--- src/rtl/dahash_pkg.sv ---
package dahash_pkg;
  localparam int unsigned CRC_W = 32;
  localparam logic [CRC_W-1:0] CRC_POLY_REFL = 32'hEDB88320;
  localparam logic [CRC_W-1:0] CRC_SEED = 32'hFFFFFFFF;
  localparam int unsigned BYTE_W = 8;

  typedef enum logic {
    BANK_LO = 1'b0,
    BANK_HI = 1'b1
  } bank_e;
endpackage

--- src/rtl/dahash_rst_sync.sv ---
module dahash_rst_sync (
  input  logic clk,
  input  logic arst_n,
  output logic srst_n
);
  logic [1:0] sync_q;

  always_ff @(posedge clk or negedge arst_n) begin
    if (!arst_n) sync_q <= 2'b00;
    else         sync_q <= {sync_q[0], 1'b1};
  end

  assign srst_n = sync_q[1];
endmodule

--- src/rtl/dahash_crc.sv ---
module dahash_crc
  import dahash_pkg::*;
(
  input  logic              clk,
  input  logic              rst_n,
  input  logic              step_en,
  input  logic              seed_sel,
  input  logic [BYTE_W-1:0] din,
  output logic [CRC_W-1:0]  crc_nxt
);
  logic [CRC_W-1:0] crc_q;
  logic [CRC_W-1:0] acc;

  // one byte per step, least significant bit first, reflected register
  always_comb begin
    acc = seed_sel ? CRC_SEED : crc_q;
    for (int k = 0; k < BYTE_W; k++) begin
      if (acc[0] ^ din[k]) acc = (acc >> 1) ^ CRC_POLY_REFL;
      else                 acc = acc >> 1;
    end
    crc_nxt = acc;
  end

  always_ff @(posedge clk or negedge rst_n) begin
    if (!rst_n)       crc_q <= CRC_SEED;
    else if (step_en) crc_q <= crc_nxt;
  end
endmodule

--- src/rtl/dahash_ctrl.sv ---
module dahash_ctrl #(
  parameter  int NBYTES = 6,
  localparam int CNT_W  = $clog2(NBYTES + 1)
) (
  input  logic clk,
  input  logic rst_n,
  input  logic byte_vld,
  input  logic byte_sof,
  input  logic first_lsb,
  input  logic mode_in,
  output logic crc_step,
  output logic crc_seed,
  output logic last_acc,
  output logic mode_eff,
  output logic grp_eff
);
  logic             active_q, active_d;
  logic [CNT_W-1:0] cnt_q, cnt_d;
  logic             mode_q, mode_d;
  logic             grp_q, grp_d;
  logic             start, cont;

  always_comb begin
    start    = byte_vld & byte_sof;
    cont     = byte_vld & ~byte_sof & active_q;
    crc_step = start | cont;
    crc_seed = start;
    last_acc = (start & (NBYTES == 1)) |
               (cont & (cnt_q == CNT_W'(NBYTES - 1)));
    mode_eff = start ? mode_in   : mode_q;
    grp_eff  = start ? first_lsb : grp_q;

    active_d = active_q;
    cnt_d    = cnt_q;
    mode_d   = mode_q;
    grp_d    = grp_q;
    if (start) begin
      active_d = (NBYTES > 1);
      cnt_d    = CNT_W'(1);
      mode_d   = mode_in;
      grp_d    = first_lsb;
    end else if (cont) begin
      cnt_d = cnt_q + CNT_W'(1);
      if (last_acc) active_d = 1'b0;
    end
  end

  always_ff @(posedge clk or negedge rst_n) begin
    if (!rst_n) begin
      active_q <= 1'b0;
      cnt_q    <= '0;
      mode_q   <= 1'b0;
      grp_q    <= 1'b0;
    end else if (crc_step) begin
      active_q <= active_d;
      cnt_q    <= cnt_d;
      mode_q   <= mode_d;
      grp_q    <= grp_d;
    end
  end
endmodule

--- src/rtl/dahash_table.sv ---
module dahash_table #(
  parameter  int NREGS = 8,
  parameter  int RW    = 32,
  localparam int AW    = $clog2(NREGS),
  localparam int BW    = $clog2(RW),
  localparam int EW    = AW + BW
) (
  input  logic          clk,
  input  logic          rst_n,
  input  logic          wr_en,
  input  logic          wr_bank,
  input  logic [AW-1:0] wr_addr,
  input  logic [RW-1:0] wr_data,
  input  logic          rd_bank,
  input  logic [EW-1:0] rd_entry,
  output logic          rd_bit
);
  logic [RW-1:0] regs [2*NREGS];

  for (genvar b = 0; b < 2; b++) begin : g_bank
    for (genvar r = 0; r < NREGS; r++) begin : g_reg
      logic [RW-1:0] reg_q;
      logic          reg_we;

      assign reg_we = wr_en & (wr_bank == 1'(b)) & (wr_addr == AW'(r));

      always_ff @(posedge clk or negedge rst_n) begin
        if (!rst_n)      reg_q <= '0;
        else if (reg_we) reg_q <= wr_data;
      end

      assign regs[b*NREGS + r] = reg_q;
    end
  end

  logic [RW-1:0] rd_word;
  logic [BW-1:0] bit_sel;

  // lowest bucket of a register sits in its top bit
  always_comb begin
    rd_word = regs[{rd_bank, rd_entry[EW-1:BW]}];
    bit_sel = BW'(RW - 1) - rd_entry[BW-1:0];
    rd_bit  = rd_word[bit_sel];
  end
endmodule

--- src/rtl/dahash_filter.sv ---
module dahash_filter
  import dahash_pkg::*;
#(
  parameter  int DA_BYTES = 6,
  parameter  int TBL_REGS = 8,
  parameter  int REG_W    = 32,
  localparam int WA_W     = $clog2(TBL_REGS),
  localparam int ENTRY_W  = $clog2(TBL_REGS * REG_W),
  localparam int IDX_W    = ENTRY_W + 1
) (
  input  logic              clk,
  input  logic              rst_n,
  input  logic              da_valid,
  input  logic              da_sof,
  input  logic [BYTE_W-1:0] da_byte,
  input  logic              ext_mode,
  input  logic              wr_en,
  input  logic              wr_bank,
  input  logic [WA_W-1:0]   wr_addr,
  input  logic [REG_W-1:0]  wr_data,
  output logic              res_done,
  output logic              res_hit
);
  logic             srst_n;
  logic             crc_step, crc_seed, last_acc, mode_eff, grp_eff;
  logic [CRC_W-1:0] crc_nxt;
  logic [IDX_W-1:0] idx;
  bank_e            rd_bank;
  logic [ENTRY_W-1:0] rd_entry;
  logic             rd_bit, allow;
  logic             done_d, hit_d;

  dahash_rst_sync u_rst (
    .clk    (clk),
    .arst_n (rst_n),
    .srst_n (srst_n)
  );

  dahash_ctrl #(.NBYTES(DA_BYTES)) u_ctrl (
    .clk       (clk),
    .rst_n     (srst_n),
    .byte_vld  (da_valid),
    .byte_sof  (da_sof),
    .first_lsb (da_byte[0]),
    .mode_in   (ext_mode),
    .crc_step  (crc_step),
    .crc_seed  (crc_seed),
    .last_acc  (last_acc),
    .mode_eff  (mode_eff),
    .grp_eff   (grp_eff)
  );

  dahash_crc u_crc (
    .clk     (clk),
    .rst_n   (srst_n),
    .step_en (crc_step),
    .seed_sel(crc_seed),
    .din     (da_byte),
    .crc_nxt (crc_nxt)
  );

  // index comes from the register value after the last byte, not inverted
  always_comb begin
    idx = crc_nxt[CRC_W-1 -: IDX_W];
    if (mode_eff) begin
      rd_bank  = bank_e'(idx[IDX_W-1]);
      rd_entry = idx[ENTRY_W-1:0];
      allow    = grp_eff;
    end else begin
      rd_bank  = grp_eff ? BANK_HI : BANK_LO;
      rd_entry = idx[IDX_W-1:1];
      allow    = 1'b1;
    end
    done_d = last_acc;
    hit_d  = last_acc & allow & rd_bit;
  end

  dahash_table #(.NREGS(TBL_REGS), .RW(REG_W)) u_tbl (
    .clk      (clk),
    .rst_n    (srst_n),
    .wr_en    (wr_en),
    .wr_bank  (wr_bank),
    .wr_addr  (wr_addr),
    .wr_data  (wr_data),
    .rd_bank  (rd_bank),
    .rd_entry (rd_entry),
    .rd_bit   (rd_bit)
  );

  always_ff @(posedge clk or negedge srst_n) begin
    if (!srst_n) begin
      res_done <= 1'b0;
      res_hit  <= 1'b0;
    end else begin
      res_done <= done_d;
      res_hit  <= hit_d;
    end
  end
endmodule

--- config.mk ---
export PLATFORM = sky130hd
export DESIGN_NAME = dahash_filter
export DESIGN_NICKNAME = d
export VERILOG_FILES = /design/src/rtl/dahash_pkg.sv /design/src/rtl/dahash_rst_sync.sv /design/src/rtl/dahash_crc.sv /design/src/rtl/dahash_ctrl.sv /design/src/rtl/dahash_table.sv /design/src/rtl/dahash_filter.sv
export SDC_FILE = /design/constraint.sdc
export NUM_CORES = 1
export LEC_CHECK = 0
export ABC_AREA = 1
export BUFFER_PORTS_ARGS = -buffer_cell sky130_fd_sc_hd__buf_2
export CAP_MARGIN = 20
export CORE_ASPECT_RATIO = 1.4
export CORE_MARGIN = 4
export CORE_UTILIZATION = 30
export DETAILED_ROUTE_END_ITERATION = 10
export HOLD_SLACK_MARGIN = 0.15
export SLEW_MARGIN = 20
export SYNTH_ARGS = -nofsm -noshare
export SYNTH_HDL_FRONTEND = slang
export SYNTH_SLANG_ARGS = --single-unit
--- constraint.sdc ---
create_clock -name clk -period 15.48 [get_ports clk]
set_clock_uncertainty 0.1 [all_clocks]
set_input_delay 0.774 -clock clk [delete_from_list [all_inputs] [get_ports clk]]
set_output_delay 0.774 -clock clk [all_outputs]
set_load 0.05 [all_outputs]
==> out/results.ini <==
[status]
status = finished, final reports clean

[detailed_routing]
totalWireLength_um = 79000
antenna_left = 0
drt_iter0_drc = 2191
first_pass_iters = 5
vias = 21800
viasPerCell = 5.05
wl_per_cell_um = 18.3
drc_errors = 0

[pwr]
seqPwrFrac_pct = 31.6
pwr-share-clk_pct = 21.4
p_comb_share_pct = 47.0
power.internal_uw = 3450
p_total_uw = 6270
p_switching_uw = 2820
ir_drop_mv = 0.175
sw_frac_of_total_pct = 45.0
power_density_mw_per_mm2 = 216
leakagePower_uw = 0.0130

[worst_setup_path]
critPathMaxFanout = 119
reg2reg_depth = 24
rrSetupSlack_ns = 10.13
required_ns = 15.88
crit_end = res_hit
timing.rr.start = u_crc.crc_q[0]
worstPathArrival_ns = 5.79
r2r_end = res_hit
path_class = in2reg
worstSetupStartpoint = da_valid
end_kind = flip-flop
cp-start-kind = input pin

[clock_tree]
clk_path_buf_depth = 3
path_clk_slew_ns = 0.07
htreeDepth = 2
cts_buffers = 53
cts_tree = built
clock_sinks = 554
post_cts_buffers = 0
worstSkewPairLatency_ns = 0.63
cts.root.buffer_cell = clkbuf_16

[synth]
synth-xor-area-share_pct = 2.57
synth_top_family_by_area = simple AND/OR/NAND/NOR gates
synth_common_cells = 786 x nand2_1, 647 x nand3_1, 522 x dfrtp_1
yosysTopAreaCell = dfrtp_1
synth_warnings = 0
ys_ff_latch = 554
syn_nets = 3265
ys_types = 41
synth_cells = 3213
synthTopCellsByArea = dfrtp_1 50%, nand3_1 12%, nand2_1 11%
synthMostInstantiatedCell = nand2_1
synth_area_sq_mm = 0.0263
synthAdderAreaFrac_pct = 0.0951
yosys.area_share.simple_pct = 27.0
synth_top_cell_area_share_pct = 49.6
synth_edf_count = 0
synthArstFlopShare_pct = 100
synthFlopType = dfrtp_1
synthMuxAreaShare_pct = 0
seq_area_frac_synth_pct = 52.8
synth_compound_area_share_pct = 11.4
synth_area_per_cell_sq_um = 8.19

[cells_and_area]
drive_above_1_share_pct = 8.42
nNetsFinal = 3153
area_growth_pct = 10.3
fillers = 9155

[sta]
hold_violations = 0
fin_crit_sh_pct = 34.8
max_clock_freq_mhz = 185
setup_viol = 0
hold_ws_ns = 0.248
worstMarginPinSlew_ns = 0.958
rsz0062_at_grt = false
slew_headroom_pct = 36.1
setup_tns_ns = 0
min_period_ns = 5.39
slew_viol_final = 0

[place]
numPortBuffers = 51
hpwl_um = 41500
gp_congestion = 0.810

[die]
initial_core_util_pct = 30.3
ioPinCount = 52
core-area_sq_mm = 0.0870
fp-row-count = 128
die_x_um = 258
die_h_um = 359
dieArea_sq_mm = 0.0926

[min_path]
hold_class = reg2reg

[global_routing]
track_usage_pct = 16.9
grt_max_degree = 161
overflow = 0
grt_first_pass_wirelength_um = 125000
antenna_found_initial = 2
grt_pass1_vias = 21300

[run]
drv_cap = 0

[per-stage QoR]
step           instances  worst slack [ns]  utilization [%]  cell area [sq um]
2_1_floorplan       3213              6.39                -              26300
3_3_place_gp        4215              9.56             31.4              27300
3_5_place_dp        4215              9.50             31.4              27300
4_1_cts             4307             10.16             33.4              29000
5_1_grt             4307              9.70             33.4              29000
6_report            4308             10.09             33.4              29000
[what timing repair did]
action	4_1_cts	5_1_grt
resized for setup	0	0
hold buffers	1	0
hold endpoints to repair	2	0
[metal layers]
metal / routed length [um] / global-route usage, % / part of all wire, % / up-vias
li1: - / - / - / 10400
met1: 33300 / 21.6 / 42 / 10600
met2: 39000 / 29.5 / 49 / 612
met3: 3790 / 2.06 / 4.8 / 153
met4: 2940 / 6.56 / 3.7 / 2
met5: 12 / 0 / 0.015 / -
[registers in the layout, summed over array words and instances, names as in the netlist]
| signal | count |
|---|---|
| u_ctrl.active_q | 1 |
| res_done | 1 |
| u_ctrl.grp_q | 1 |
| u_tbl.g_bank.g.reg_q | 512 |
| res_hit | 1 |
| u_ctrl.cnt_q | 3 |
| u_ctrl.mode_q | 1 |
| u_crc.crc_q | 32 |
| u_rst.sync_q | 2 |
[layout by cell type (no fill, tap or decap), drive strengths merged, types with 5 or more instances in the layout]
cell type	instances
nand2	804
xnor2	18
clkinv	12
dfstp	32
xor2	48
o21ai	434
o211ai	6
dfrtp	522
clkbuf	73
a21oi	153
nor2	168
nand3	650
buf	91
inv	100
bufinv	5
nand3b	5
[area by class of cell]
| type | count | area [sq um] | area share, % |
|---|---|---|---|
| flip-flops and latches | 554 | 13900 | 47.9 |
| multi-input cells | 2301 | 11000 | 37.7 |
| clock buffers | 73 | 1480 | 5.10 |
| well taps | 1170 | 1460 | 5.04 |
| repair buffers | 92 | 594 | 2.05 |
| inverters | 99 | 382 | 1.31 |
| clock inverters | 18 | 256 | 0.883 |
| diodes | 1 | 2.50 | 0.00862 |
[logic make-up after synthesis]
| kind of cell | after synthesis |
|---|---|
| AOI/OAI and AO/OA | 595 |
| xor gates and xnor gates | 66 |
| adders and majority gates | 2 |
| buffers and inverters | 358 |
| DFF | 554 |
| other | 1 |
| and+or+nand+nor | 1637 |
[worst min-delay path by stage]
stage | start | end | slack, ns | cells past startpoint
after CTS | wr_data[4] | u_tbl.g_bank[1].g_reg[6].reg_q[4] | 0.24 | 3
after global placement | u_rst.sync_q[0] | u_rst.sync_q[1] | 0.23 | 0
after global routing | wr_data[4] | u_tbl.g_bank[1].g_reg[6].reg_q[4] | 0.25 | 3
final | u_rst.sync_q[0] | u_rst.sync_q[1] | 0.25 | 0
after floorplan | u_rst.sync_q[0] | u_rst.sync_q[1] | 0.23 | 0
after detailed placement | u_rst.sync_q[0] | u_rst.sync_q[1] | 0.24 | 0
[worst max-delay path: stages]
cell      delay, ns
buf_2          0.11
nand2_2        0.32
inv_2          0.28
or2_2          0.35
o21ai_1        0.08
buf_4          0.24
nand3_4        0.43
nand2_8        0.72
clkinv_2       0.42
buf_4          0.52
nand2_1        0.17
nand3_1        0.08
nand3_1        0.12
nand3_1        0.09
nand3_1        0.12
nand3_1        0.13
nand3_1        0.15
nand3_1        0.16
nand2_1        0.12
nand2_1        0.05
nand2_1        0.07
nor2_1         0.04
[power groups by stage]
stage               Sequential [uW]  Clock [uW]  Combinational (uW)
floorplan                      1980           0                2150
global route                   2020        1420                3250
finish                         1980        1340                2950
CTS                            1980        1370                2950
detailed placement             2000           0                2940
global placement               2000           0                2920
No activity file was read; power rests on OpenSTA's default activity.
